===== src/rtl/sram_wr_pkg.sv =====
package sram_wr_pkg;

  typedef enum logic [2:0] {
    PH_IDLE  = 3'd0,
    PH_SETUP = 3'd1,
    PH_WEL   = 3'd2,
    PH_OVL   = 3'd3,
    PH_HOLD  = 3'd4,
    PH_RECOV = 3'd5
  } phase_t;

  // clocks spent in a phase
  function automatic int unsigned phase_len(phase_t p, int unsigned ts,
                                            int unsigned tov, int unsigned th,
                                            int unsigned tr);
    case (p)
      PH_SETUP: return ts;
      PH_OVL:   return tov;
      PH_HOLD:  return th;
      PH_RECOV: return tr;
      default:  return 1;
    endcase
  endfunction

  function automatic phase_t phase_next(phase_t p);
    case (p)
      PH_SETUP: return PH_WEL;
      PH_WEL:   return PH_OVL;
      PH_OVL:   return PH_HOLD;
      PH_HOLD:  return PH_RECOV;
      default:  return PH_IDLE;
    endcase
  endfunction

  function automatic int unsigned max_of4(int unsigned a, int unsigned b,
                                          int unsigned c, int unsigned d);
    int unsigned m;
    m = a;
    if (b > m) m = b;
    if (c > m) m = c;
    if (d > m) m = d;
    return m;
  endfunction

  // busy clocks from the acceptance edge to the last recovery clock
  function automatic int unsigned busy_total(int unsigned ts, int unsigned tov,
                                             int unsigned th, int unsigned tr);
    return ts + 1 + tov + th + tr;
  endfunction

endpackage


===== src/rtl/sram_wr_timer.sv =====
module sram_wr_timer #(
  parameter int CW = 2
) (
  input  logic          clk,
  input  logic          rst_n,
  input  logic          load,
  input  logic [CW-1:0] load_val,
  output logic          expired
);
  logic [CW-1:0] cnt_q;

  always_ff @(posedge clk or negedge rst_n) begin
    if (!rst_n)              cnt_q <= '0;
    else if (load)           cnt_q <= load_val;
    else if (cnt_q != '0)    cnt_q <= cnt_q - 1'b1;
  end

  assign expired = (cnt_q == '0);

  // a running count only moves down by one
  assert_count_down_R7: assert property (@(posedge clk) disable iff (!rst_n)
    (!load && !expired) |=> (cnt_q == $past(cnt_q) - 1'b1));
endmodule


===== src/rtl/sram_wr_fsm.sv =====
module sram_wr_fsm
  import sram_wr_pkg::*;
#(
  parameter int unsigned T_SETUP   = 1,
  parameter int unsigned T_OVERLAP = 2,
  parameter int unsigned T_HOLD    = 1,
  parameter int unsigned T_RECOV   = 1,
  parameter int          CW        = 2
) (
  input  logic   clk,
  input  logic   rst_n,
  input  logic   req_valid,
  output phase_t phase,
  output logic   accept,
  output logic   done
);
  phase_t        nxt;
  logic          tmr_load;
  logic [CW-1:0] tmr_val;
  logic          tmr_expired;
  logic          phase_end;

  sram_wr_timer #(.CW(CW)) u_tmr (
    .clk      (clk),
    .rst_n    (rst_n),
    .load     (tmr_load),
    .load_val (tmr_val),
    .expired  (tmr_expired)
  );

  assign accept    = (phase == PH_IDLE) && req_valid;
  assign phase_end = (phase != PH_IDLE) && tmr_expired;
  assign done      = (phase == PH_RECOV) && tmr_expired;

  always_comb begin
    nxt      = phase;
    tmr_load = 1'b0;
    tmr_val  = '0;
    if (accept)         nxt = PH_SETUP;
    else if (phase_end) nxt = phase_next(phase);
    if ((accept || phase_end) && nxt != PH_IDLE) begin
      tmr_load = 1'b1;
      tmr_val  = CW'(phase_len(nxt, T_SETUP, T_OVERLAP, T_HOLD, T_RECOV) - 1);
    end
  end

  always_ff @(posedge clk or negedge rst_n) begin
    if (!rst_n) phase <= PH_IDLE;
    else        phase <= nxt;
  end

  assert_accept_goes_busy_R2: assert property (@(posedge clk) disable iff (!rst_n)
    accept |=> (phase == PH_SETUP));
  assert_done_then_idle_R9: assert property (@(posedge clk) disable iff (!rst_n)
    done |=> (phase == PH_IDLE));
  assert_strobe_phase_single_R5: assert property (@(posedge clk) disable iff (!rst_n)
    (phase == PH_WEL) |=> (phase == PH_OVL));
endmodule


===== src/rtl/sram_wr_pins.sv =====
module sram_wr_pins
  import sram_wr_pkg::*;
#(
  parameter int AW = 10,
  parameter int DW = 16
) (
  input  logic          clk,
  input  logic          rst_n,
  input  phase_t        phase,
  input  logic          accept,
  input  logic [AW-1:0] req_addr,
  input  logic [DW-1:0] req_data,
  output logic          ready,
  output logic [AW-1:0] addr,
  output logic          ce1_n,
  output logic          ce2,
  output logic          we_n,
  output logic          oe_n,
  output logic [DW-1:0] dq_out,
  output logic          dq_oe
);
  logic [AW-1:0] addr_q;
  logic [DW-1:0] data_q;
  logic          sel_act;

  always_ff @(posedge clk or negedge rst_n) begin
    if (!rst_n) begin
      addr_q <= '0;
      data_q <= '0;
    end else if (accept) begin
      addr_q <= req_addr;
      data_q <= req_data;
    end
  end

  always_comb begin
    sel_act = 1'b0;
    we_n    = 1'b1;
    dq_oe   = 1'b0;
    case (phase)
      PH_WEL:  we_n = 1'b0;
      PH_OVL:  begin we_n = 1'b0; sel_act = 1'b1; dq_oe = 1'b1; end
      PH_HOLD: begin we_n = 1'b0; dq_oe = 1'b1; end
      default: ;
    endcase
  end

  assign ce1_n  = ~sel_act;
  assign ce2    = sel_act;
  assign oe_n   = 1'b0;
  assign ready  = (phase == PH_IDLE);
  assign addr   = addr_q;
  assign dq_out = data_q;

  assert_selects_paired_R5: assert property (@(posedge clk) disable iff (!rst_n)
    ce1_n == ~ce2);
  assert_select_needs_strobe_R5: assert property (@(posedge clk) disable iff (!rst_n)
    ce2 |-> !we_n);
  assert_strobe_before_select_R5: assert property (@(posedge clk) disable iff (!rst_n)
    $rose(ce2) |-> $past(!we_n));
  assert_no_bus_fight_R6: assert property (@(posedge clk) disable iff (!rst_n)
    dq_oe |-> !we_n);
  assert_addr_quiet_R3: assert property (@(posedge clk) disable iff (!rst_n)
    !we_n |=> $stable(addr));
  assert_data_quiet_R10: assert property (@(posedge clk) disable iff (!rst_n)
    (dq_oe && $past(dq_oe)) |-> $stable(dq_out));
  assert_oe_low_R11: assert property (@(posedge clk) disable iff (!rst_n)
    !oe_n);
endmodule


===== src/rtl/sram_wr_seq.sv =====
module sram_wr_seq
  import sram_wr_pkg::*;
#(
  parameter int          AW        = 10,
  parameter int          DW        = 16,
  parameter int unsigned T_SETUP   = 1,
  parameter int unsigned T_OVERLAP = 2,
  parameter int unsigned T_HOLD    = 1,
  parameter int unsigned T_RECOV   = 1
) (
  input  logic          clk,
  input  logic          rst_n,
  input  logic          req_valid,
  input  logic [AW-1:0] req_addr,
  input  logic [DW-1:0] req_data,
  output logic          req_ready,
  output logic          wr_done,
  output logic [AW-1:0] sram_addr,
  output logic          sram_ce1_n,
  output logic          sram_ce2,
  output logic          sram_we_n,
  output logic          sram_oe_n,
  output logic [DW-1:0] sram_dq_out,
  output logic          sram_dq_oe
);
  localparam int unsigned LEN_MAX = max_of4(T_SETUP, T_OVERLAP, T_HOLD, T_RECOV);
  localparam int          CW      = (LEN_MAX < 2) ? 1 : $clog2(LEN_MAX);

  phase_t phase;
  logic   accept;

  sram_wr_fsm #(
    .T_SETUP(T_SETUP), .T_OVERLAP(T_OVERLAP), .T_HOLD(T_HOLD),
    .T_RECOV(T_RECOV), .CW(CW)
  ) u_fsm (
    .clk       (clk),
    .rst_n     (rst_n),
    .req_valid (req_valid),
    .phase     (phase),
    .accept    (accept),
    .done      (wr_done)
  );

  sram_wr_pins #(.AW(AW), .DW(DW)) u_pins (
    .clk      (clk),
    .rst_n    (rst_n),
    .phase    (phase),
    .accept   (accept),
    .req_addr (req_addr),
    .req_data (req_data),
    .ready    (req_ready),
    .addr     (sram_addr),
    .ce1_n    (sram_ce1_n),
    .ce2      (sram_ce2),
    .we_n     (sram_we_n),
    .oe_n     (sram_oe_n),
    .dq_out   (sram_dq_out),
    .dq_oe    (sram_dq_oe)
  );

  assert_done_reopens_R9: assert property (@(posedge clk) disable iff (!rst_n)
    wr_done |=> req_ready);
  assert_take_closes_R2: assert property (@(posedge clk) disable iff (!rst_n)
    (req_valid && req_ready) |=> !req_ready);
  assert_release_with_rise_R9: assert property (@(posedge clk) disable iff (!rst_n)
    $rose(sram_we_n) |-> ($past(sram_dq_oe) && !sram_dq_oe));
endmodule


===== config.mk =====
export PLATFORM = sky130hd
export DESIGN_NAME = sram_wr_seq
export DESIGN_NICKNAME = d
export VERILOG_FILES = /design/src/rtl/sram_wr_pkg.sv /design/src/rtl/sram_wr_timer.sv /design/src/rtl/sram_wr_fsm.sv /design/src/rtl/sram_wr_pins.sv /design/src/rtl/sram_wr_seq.sv
export SDC_FILE = /design/constraint.sdc
export NUM_CORES = 1
export LEC_CHECK = 0
export CORE_MARGIN = 3
export CORE_UTILIZATION = 35
export DETAILED_ROUTE_END_ITERATION = 8
export PLACE_DENSITY = 0.73
export SYNTH_ARGS = -nofsm -noshare
export SYNTH_HDL_FRONTEND = slang
export SYNTH_SLANG_ARGS = --single-unit

===== constraint.sdc =====
create_clock -name clk -period 1.69 [get_ports clk]
set_input_delay 0.338 -clock clk [delete_from_list [all_inputs] [get_ports clk]]
set_output_delay 0.338 -clock clk [all_outputs]
set_load 0.005 [all_outputs]

## Word-level counts from Yosys, hierarchy flattened

Index checks and enable logic that the tools add are counted.

| storage, ports and cells | value |
|---|---|
| register bits | 30 |
| input bits | 29 |
| output and inout port bits | 33 |

| operators by class | value |
|---|---|
| add/sub/neg operators | 2 |
| equal/unequal tests | 6 |
| muxes and demuxes | 12 |
| bitwise operators | 2 |
| reduce and logical (&&, ||, !) cells | 10 |

Operators by type and width:

| operator | number |
|---|---|
| $pmux 3 s4 | 1 |
| $eq 3x2->1 const B | 3 |
| $mux 1 | 9 |
| $eq 3x3->1 const B | 2 |
| $mux 3 | 2 |
| $reduce_bool 3->1 | 2 |
| $logic_and 1x1->1 | 4 |
| $eq 3x1->1 const B | 1 |
| $logic_not 3->1 | 1 |
| $reduce_or 3->1 | 1 |
| $not 1->1 | 2 |
| $reduce_or 2->1 | 1 |
| $sub 1x1->1 const B | 2 |
| $logic_or 1x1->1 | 1 |

## Depth between registers and ports, before layout

Gate-level depths: netlist (run 1).

| depth | value |
|---|---|
| word-level depth | 10 |
| depth in mapped cells | 4 |
| gate-level depth less buffers | 2 |

## Cells and area by module

Synthesis (run 1) repeated with hierarchy kept, for this count alone.

| second synthesis, totals | value |
|---|---|
| cells, all modules | 87 |
| area, all modules | 1358.8 µm² |

Modules (own cells, without submodules):

| module | instances | cells each | area each (µm²) |
|---|---|---|---|
| sram_wr_pins | 1 | 64 | 1121.1 |
| sram_wr_fsm | 1 | 20 | 202.7 |
| sram_wr_timer | 1 | 3 | 35.0 |

## Worst setup path before layout (run 1)

OpenSTA, ideal clock, no wires.

| timing path | value |
|---|---|
| path type | register to register |
| from | register u_fsm.phase[1] |
| to | register u_pins.addr_q[0] (netlist: u_pins.addr[0]) |
| setup time | 0.125 ns |
| data arrival time | 1.519 ns |
| slack | 0.046 ns |
| stages on the path, launching flop included | 5 |
| path buffers | 2 |
| period minus slack after synthesis | 1.644 ns |
| cells stage by stage | dfrtp_1 buf_6 nor4b_4 buf_6 mux2_2 |

| between the ends | value |
|---|---|
| longest elaborated chain between the ends | 2 |

Ends and longest elaborated chain:

| element | RTL line | RTL |
|---|---|---|
| from (decl) | sram_wr_fsm.sv:13 | `output phase_t phase,` |
| from (signal assigned) | sram_wr_fsm.sv:49 | `else phase <= nxt;` |
| $logic_not 3->1 | sram_wr_fsm.sv:31 | `assign accept = (phase == PH_IDLE) && req_valid;` |
| $logic_and 1x1->1 | sram_wr_fsm.sv:31 |  |
| to (signal assigned) | sram_wr_pins.sv:31 | `addr_q <= req_addr;` |
| to (decl) | sram_wr_pins.sv:22 | `logic [AW-1:0] addr_q;` |

No other way between the ends.
A chain may end at the register's enable or synchronous reset.

## Final worst setup path (run 1)

| timing path | value |
|---|---|
| from | register u_fsm.phase[0] |
| to | output wr_done |

| between the ends | value |
|---|---|
| longest elaborated chain between the ends | 2 |

Ends and longest elaborated chain:

| element | RTL line | RTL |
|---|---|---|
| $eq 3x3->1 | sram_wr_fsm.sv:33 | `assign done = (phase == PH_RECOV) && tmr_expired;` |
| $logic_and 1x1->1 | sram_wr_fsm.sv:33 |  |
| to (decl) | sram_wr_seq.sv:17 | `output logic wr_done,` |

No other way between the ends.

==> results.md, run 1 <==
* Status: completed
* Routed Antenna Nets at 0
* Crit-path max cell delay at 460 ps
* CP max FO at 6
* Fin. Hold Viols at 0
* Max Buffers Root-to-Sink at 2
* FF/Latch Area at 754 sq um
* WL met2 at 1.50 mm
* Sink Count at 30
* Hold crit path type: in -> async
* Core area at 3390 sq um
* Syn Inst Count at 81
* Syn Std Cell Area at 1240 sq um
* Detail Placement HPWL at 2.07 mm
* Post-Syn Area per Cell at 15.3 sq um
* Crit path kind: reg -> out
* Tot Pwr at 3.60 mW
* Largest net degree at the start of global routing at 31
* CTS Buf Count at 5
* Multi-input gate area in the final layout at 459 sq um
* Period minus WS final at 1630 ps
* Highest-delay cell along the critical path: dfrtp_2
* Pwr/cell area at 1760 nW/um^2
* DRT met1 WL at 1.08 mm
* Maximum level of the CTS H-tree at 2
* Setup violators final at 0
* Area Overhead vs Synth at 64.4%
* Vias in the first global route at 987
* RSZ-0062 raised after global routing: yes
* DR DRC count at 0
* Die height at 65.6 microns
* Max-cap violations at 0
* Initial antenna violation count at 0
* Yosys warning total at 0
* Total gr overflow at 0
* Worst path cell trace: nor2b_4, nor2b_1, dlygate4sd2_1
* Nets at 184
* Peak supply drop at 801 uV
* Syn nets at 110
* Library cells used by synthesis at 21
* Critical Path RT at 1350 ps
* Clk_skew at 10.4 ps
* I/O Buffers at 60
* Via Count at 913
* Arrival time worst endpoint at 1290 ps
* Cells after DPL at 189
* Num ports at 62
* Hold-fix buffers, CTS at 0
* Crit start category: flop
* Clock Latency Late Sink at 320 ps
* First-pass GRT wire length at 4.63 mm
* Layout cells sized above 1 at 0.353
* CTS tree: built
* Post-Route WL at 2.84 mm
* Seq cells post-synth at 30
* Fmax at 614 MHz
* Root buf cell: clkbuf_4
* Max Slew Vio Count at 0
* Reg-to-reg setup timing slack at 80 ps
* Routed len/inst at 14.1 microns
* GP Congestion at 0.742
* Number of fill cells at 268
* Die X at 65.6 microns
* Final critical-path share of the clock period at 0.964
* Die ar. at 4300 sq um
* Non-Filler Instances at 202
* Overall Global Routing Usage at 0.144
* Cell row count at 21
* Initial Util at 0.367
* Worst-path clk slew at 90 ps
* Seq/Total Area, Yosys at 0.604
* Top layer in use: met4
* Mean number of vias per cell at 4.52
* Drt first pass iters at 4
* Met3 wire length at 224 microns
* Setup crit end kind: output port
* 1st-iter DRT viols at 27
* Static Leak at 0.870 nW
* Inserted Diodes at 0
-- report_power, final --
group | leakage [nW] | internal (mW) | total (mW) | switching (mW)
Clock | 0.0353 | 0.201 | 0.429 | 0.227
Combinational | 0.481 | 1.30 | 1.86 | 0.563
Sequential | 0.354 | 1.09 | 1.31 | 0.226
-- placed cells by master, fill, tap and decap left out --
master | synthesis | final
o21ai_1 | 0 | 1
dlygate4sd2_1 | 0 | 2
a22o_1 | 2 | 2
inv_1 | 1 | 1
dfrtp_2 | 0 | 3
nor2b_4 | 0 | 2
nor3_1 | 1 | 1
nor2b_1 | 3 | 1
clkbuf_2 | 0 | 2
nand2b_1 | 1 | 1
buf_12 | 0 | 1
a2111o_1 | 1 | 1
nor2_1 | 1 | 1
nor4b_4 | 1 | 1
nand3b_1 | 1 | 1
nor4b_1 | 2 | 2
mux2_1 | 1 | 1
clkdlybuf4s15_1 | 0 | 1
mux2_2 | 25 | 25
clkbuf_4 | 0 | 5
buf_4 | 1 | 10
clkinv_2 | 0 | 1
clkbuf_8 | 0 | 1
conb_1 | 1 | 1
clkbuf_1 | 1 | 1
o21ba_4 | 0 | 1
buf_6 | 3 | 3
clkdlybuf4s50_1 | 0 | 54
dfrtp_1 | 30 | 27
o21bai_1 | 2 | 2
-- path summary, 6_finish.rpt --
path,from,end,depth (start not counted)
hold reg to reg,u_pins.dq_out[2]$_DFFE_PN0P_,u_pins.dq_out[2]$_DFFE_PN0P_,1
hold / removal,rst_n,u_pins.addr[0]$_DFFE_PN0P_,2
setup / recovery,u_fsm.phase[0]$_DFF_PN0_,wr_done,3
min in group clk,u_pins.dq_out[2]$_DFFE_PN0P_,u_pins.dq_out[2]$_DFFE_PN0P_,1
max in group asynchronous,rst_n,u_fsm.phase[2]$_DFF_PN0_,2
setup reg to reg,u_fsm.phase[1]$_DFF_PN0_,u_pins.dq_out[12]$_DFFE_PN0P_,4
-- worst max-delay path, delay by kind of cell (launching register included) --
kind / cells / cell delay, ps
buf+inv: 1 / 260
flops: 1 / 460
simple gates: 2 / 260
-- final cells by class --
class / count / share of cell area
Inverter: 1 / 0.00184
Multi-Input combinational cell: 44 / 0.225
Tap cell: 46 / 0.0282
Clock buffer: 7 / 0.0270
Clock inverter: 1 / 0.00245
Timing Repair Buffer: 73 / 0.346
Sequential cell: 30 / 0.369
-- per-stage QoR --
| step | hold slack [ps] | setup slack [ps] | instance area, sq um | util | setup TNS (ps) |
|---|---|---|---|---|---|
| finish | 406 | 60.5 | 2040 | 0.602 | 0 |
| global route | 414 | -19.5 | 2040 | 0.602 | -30.3 |
| CTS | 408 | 15.2 | 2020 | 0.596 | 0 |
| detailed placement | 493 | -102 | 1920 | 0.567 | -1550 |
| global placement | 490 | -63.9 | 1920 | 0.567 | -1150 |
| floorplan | 42.4 | 46.1 | 1240 | - | 0 |
-- logic make-up after synthesis --
logic type	share of synthesized area
other	0.00302
DFF	0.604
buffers and inverters	0.0433
muxes	0.236
AOI/OAI and AO/OA	0.0473
and+or+nand+nor	0.0665
-- synthesized netlist by cell type --
cell	instances	area share
a2111o_1	1	0.0091
a22o_1	2	0.014
buf_2	1	0.0040
buf_4	1	0.0060
buf_6	3	0.027
clkbuf_1	1	0.0030
conb_1	1	0.0030
dfrtp_1	30	0.60
inv_1	1	0.0030
mux2_1	1	0.0091
mux2_2	25	0.23
nand2b_1	1	0.0050
nand3b_1	1	0.0060
nor2_1	1	0.0030
nor2b_1	3	0.015
nor3_1	1	0.0040
nor4b_1	2	0.014
nor4b_4	1	0.019
o21ai_0	1	0.0040
o21ba_2	1	0.0081
o21bai_1	2	0.012
-- per-layer routing --
layer  vias to the layer above  global-route usage
li1                        431                   -
met1                       443               0.157
met2                        37               0.244
met3                         2              0.0615
met4                         0              0.0622
met5                         -                   0
-- registers in the layout (all words and copies together) (netlist names) --
register	flops
u_pins.dq_out	16
u_fsm.phase	3
u_fsm.u_tmr.cnt_q	1
u_pins.addr	10
-- repair_timing --
item                                    4_1_cts  5_1_grt
buffers inserted                              5        0
endpoints found under the setup margin        6       23
gates resized for setup                      14       12
gates cloned                                  0        0
pin swaps                                     0        1
Power figures use the tool's default switching activity.
==> run 2, diff against run 1 <==
--- a/config.mk
+++ b/config.mk
@@ -9,6 +9,7 @@
 export CORE_UTILIZATION = 35
 export DETAILED_ROUTE_END_ITERATION = 8
 export PLACE_DENSITY = 0.73
+export RECOVER_POWER = 100
 export SYNTH_ARGS = -nofsm -noshare
 export SYNTH_HDL_FRONTEND = slang
 export SYNTH_SLANG_ARGS = --single-unit
==> run 2 against run 1 <==
Worst setup slack lost 13 ps. Sequential power about the same. Sequential cell count stayed put. Largest power group unchanged.
==> results.md, run 2 (same netlist as run 1, synthesis figures left out) <==
* Inserted Diodes at 0 (unchanged)
* Pwr/cell area at 1700 nW/um^2 (-3.7%)
* Fmax at 609 MHz (-0.77%)
* First-pass GRT wire length at 4.63 mm (unchanged)
* Largest register FFs at 16 (unchanged)
* Hold-fix buffers, CTS at 0 (unchanged)
* Hold Startpoint: u_pins.dq_out[2]$_DFFE_PN0P_
* RSZ-0062 raised after global routing: yes
* Final setup margin at 47.8 ps (-12.7 ps)
* Crit start category: flop
* Maximum level of the CTS H-tree at 2 (unchanged)
* Peak supply drop at 788 uV (-1.6%)
* Cell row count at 21 (unchanged)
* Reg-to-reg setup timing slack at 50 ps (-30 ps)
* Total gr overflow at 0 (unchanged)
* Routed len/inst at 14.0 microns (-0.77%)
* Setup crit end kind: flop
* Max-cap violations at 0 (unchanged)
* Cells after DPL at 189 (unchanged)
* 1st-iter DRT viols at 40 (+48%)
* Status: completed
* Routed Antenna Nets at 0 (unchanged)
* Slew headroom at 0.515
* I/O Buffers at 60 (unchanged)
* Via Count at 920 (+0.77%)
* Max Buffers Root-to-Sink at 2 (unchanged)
* Final Core Density at 0.599 (-0.00295)
* Initial Util at 0.367 (unchanged)
* Detail Placement HPWL at 2.07 mm (unchanged)
* Worst slack at placement at -102 ps (unchanged)
* Final critical-path share of the clock period at 0.972 (+0.00750)
* Static Leak at 0.875 nW (+0.62%)
* Final instance area at 2030 sq um (-0.49%)
* Critical Path RT at 1890 ps (+540 ps)
* WHS Path Cells at 1
* CP max FO at 9 (+3)
* Reg2reg start: u_fsm.phase[2]$_DFF_PN0_
* Crit path kind: reg -> reg
* Die height at 65.6 microns (unchanged)
* Mean number of vias per cell at 4.55 (+0.77%)
* Commonest non-fill, non-tap cells in the layout: clkdlybuf4s50_1, dfrtp_1, dlygate4sd3_1
* Hold path endpoint: u_pins.dq_out[2]$_DFFE_PN0P_
* Initial antenna violation count at 0 (unchanged)
* Area Overhead vs Synth at 63.5%
* GP Congestion at 0.742 (unchanged)
* Core area at 3390 sq um (unchanged)
* Max Slew Vio Count at 0 (unchanged)
* RR Endpoint: u_pins.dq_out[5]$_DFFE_PN0P_
* Tot Pwr at 3.45 mW (-4.1%)
* Slew @ Worst Pin at 728 ps
* Root buf cell: clkbuf_4
* Fin. Hold Viols at 0 (unchanged)
* CTS tree: built
* Setup TNS at 0 ps (unchanged)
* Post-DP Area at 1920 sq um (unchanged)
* DR DRC count at 0 (unchanged)
* Largest net degree at the start of global routing at 31 (unchanged)
* Nets at 184 (unchanged)
* Vias in the first global route at 987 (unchanged)
* Number of fill cells at 271 (+1.1%)
* Post-Route WL at 2.82 mm (-0.77%)
* Hold crit path type: reg -> reg
* FF/Latch Area at 754 sq um (unchanged)
* Period minus WS final at 1640 ps (+12.7 ps)
* Clock Latency Late Sink at 320 ps (about the same)
* CTS Buf Count at 5 (unchanged)
* Worst-path clk slew at 90 ps (about the same)
* Die X at 65.6 microns (unchanged)
* Hold WS at 501 ps (+95.6 ps)
* Die ar. at 4300 sq um (unchanged)
* Most common cell after layout, fill and taps aside: clkdlybuf4s50_1
* Layout cells sized above 1 at 0.346 (-0.00641)
* Clk_skew at 9.23 ps (-1.18 ps)
* Sink Count at 30 (unchanged)
* Multi-input gate area in the final layout at 459 sq um (unchanged)
* Num ports at 62 (unchanged)
* Worst reg2reg path depth at 4 (unchanged)
* Arrival time worst endpoint at 1840 ps (+550 ps)
* Setup violators final at 0 (unchanged)
* Overall Global Routing Usage at 0.144 (unchanged)
* Drt first pass iters at 4 (unchanged)
* Non-Filler Instances at 202 (unchanged)
## run 2: cell type report
| type | instances | share of cell area |
|---|---|---|
| repair buffers | 73 | 0.343 |
| clock buffers | 7 | 0.0271 |
| inverters | 1 | 0.00185 |
| well taps | 46 | 0.0283 |
| clock inverters | 1 | 0.00246 |
| flip-flops and latches | 30 | 0.371 |
| multi-input cells | 44 | 0.226 |
## run 2: power breakdown
group | total, mW | internal (mW) | switching, mW | leakage [nW]
Clock | 0.429 | 0.201 | 0.227 | 0.0353
Sequential | 1.30 | 1.09 | 0.209 | 0.354
Combinational | 1.73 | 1.16 | 0.564 | 0.486
## run 2: per-layer routing
metal	share of wire	vias to the layer above	global-route usage
met1	0.38	444	0.157
met4	0.018	0	0.0622
met2	0.52	37	0.244
li1	-	433	-
met5	0	-	0
met3	0.081	6	0.0615
## run 2: worst max path at each step
| stage | start | endpoint | slack [ps] |
|---|---|---|---|
| after detailed placement | req_valid | u_pins.dq_out[5]$_DFFE_PN0P_ | -100 |
| after CTS | u_fsm.phase[0]$_DFF_PN0_ | u_pins.dq_out[5]$_DFFE_PN0P_ | 20 |
| after global placement | req_valid | u_pins.addr[7]$_DFFE_PN0P_ | -60 |
| final | u_fsm.phase[2]$_DFF_PN0_ | u_pins.dq_out[5]$_DFFE_PN0P_ | 50 |
| after global routing | u_fsm.phase[1]$_DFF_PN0_ | wr_done | -20 |
| after floorplan | u_fsm.phase[1]$_DFF_PN0_ | u_pins.addr[0]$_DFFE_PN0P_ | 50 |
## run 2: repair_timing
action,in CTS,in global routing
pin swaps,0,1
setup buffers,5,0
setup endpoints to repair,6,23
resized for setup,14,12
## run 2: critical path, cell delays in order (launching register included)
cell,delay [ps]
dfrtp_2,420
buf_4,150
nor4b_4,350
buf_4,250
mux2_2,360
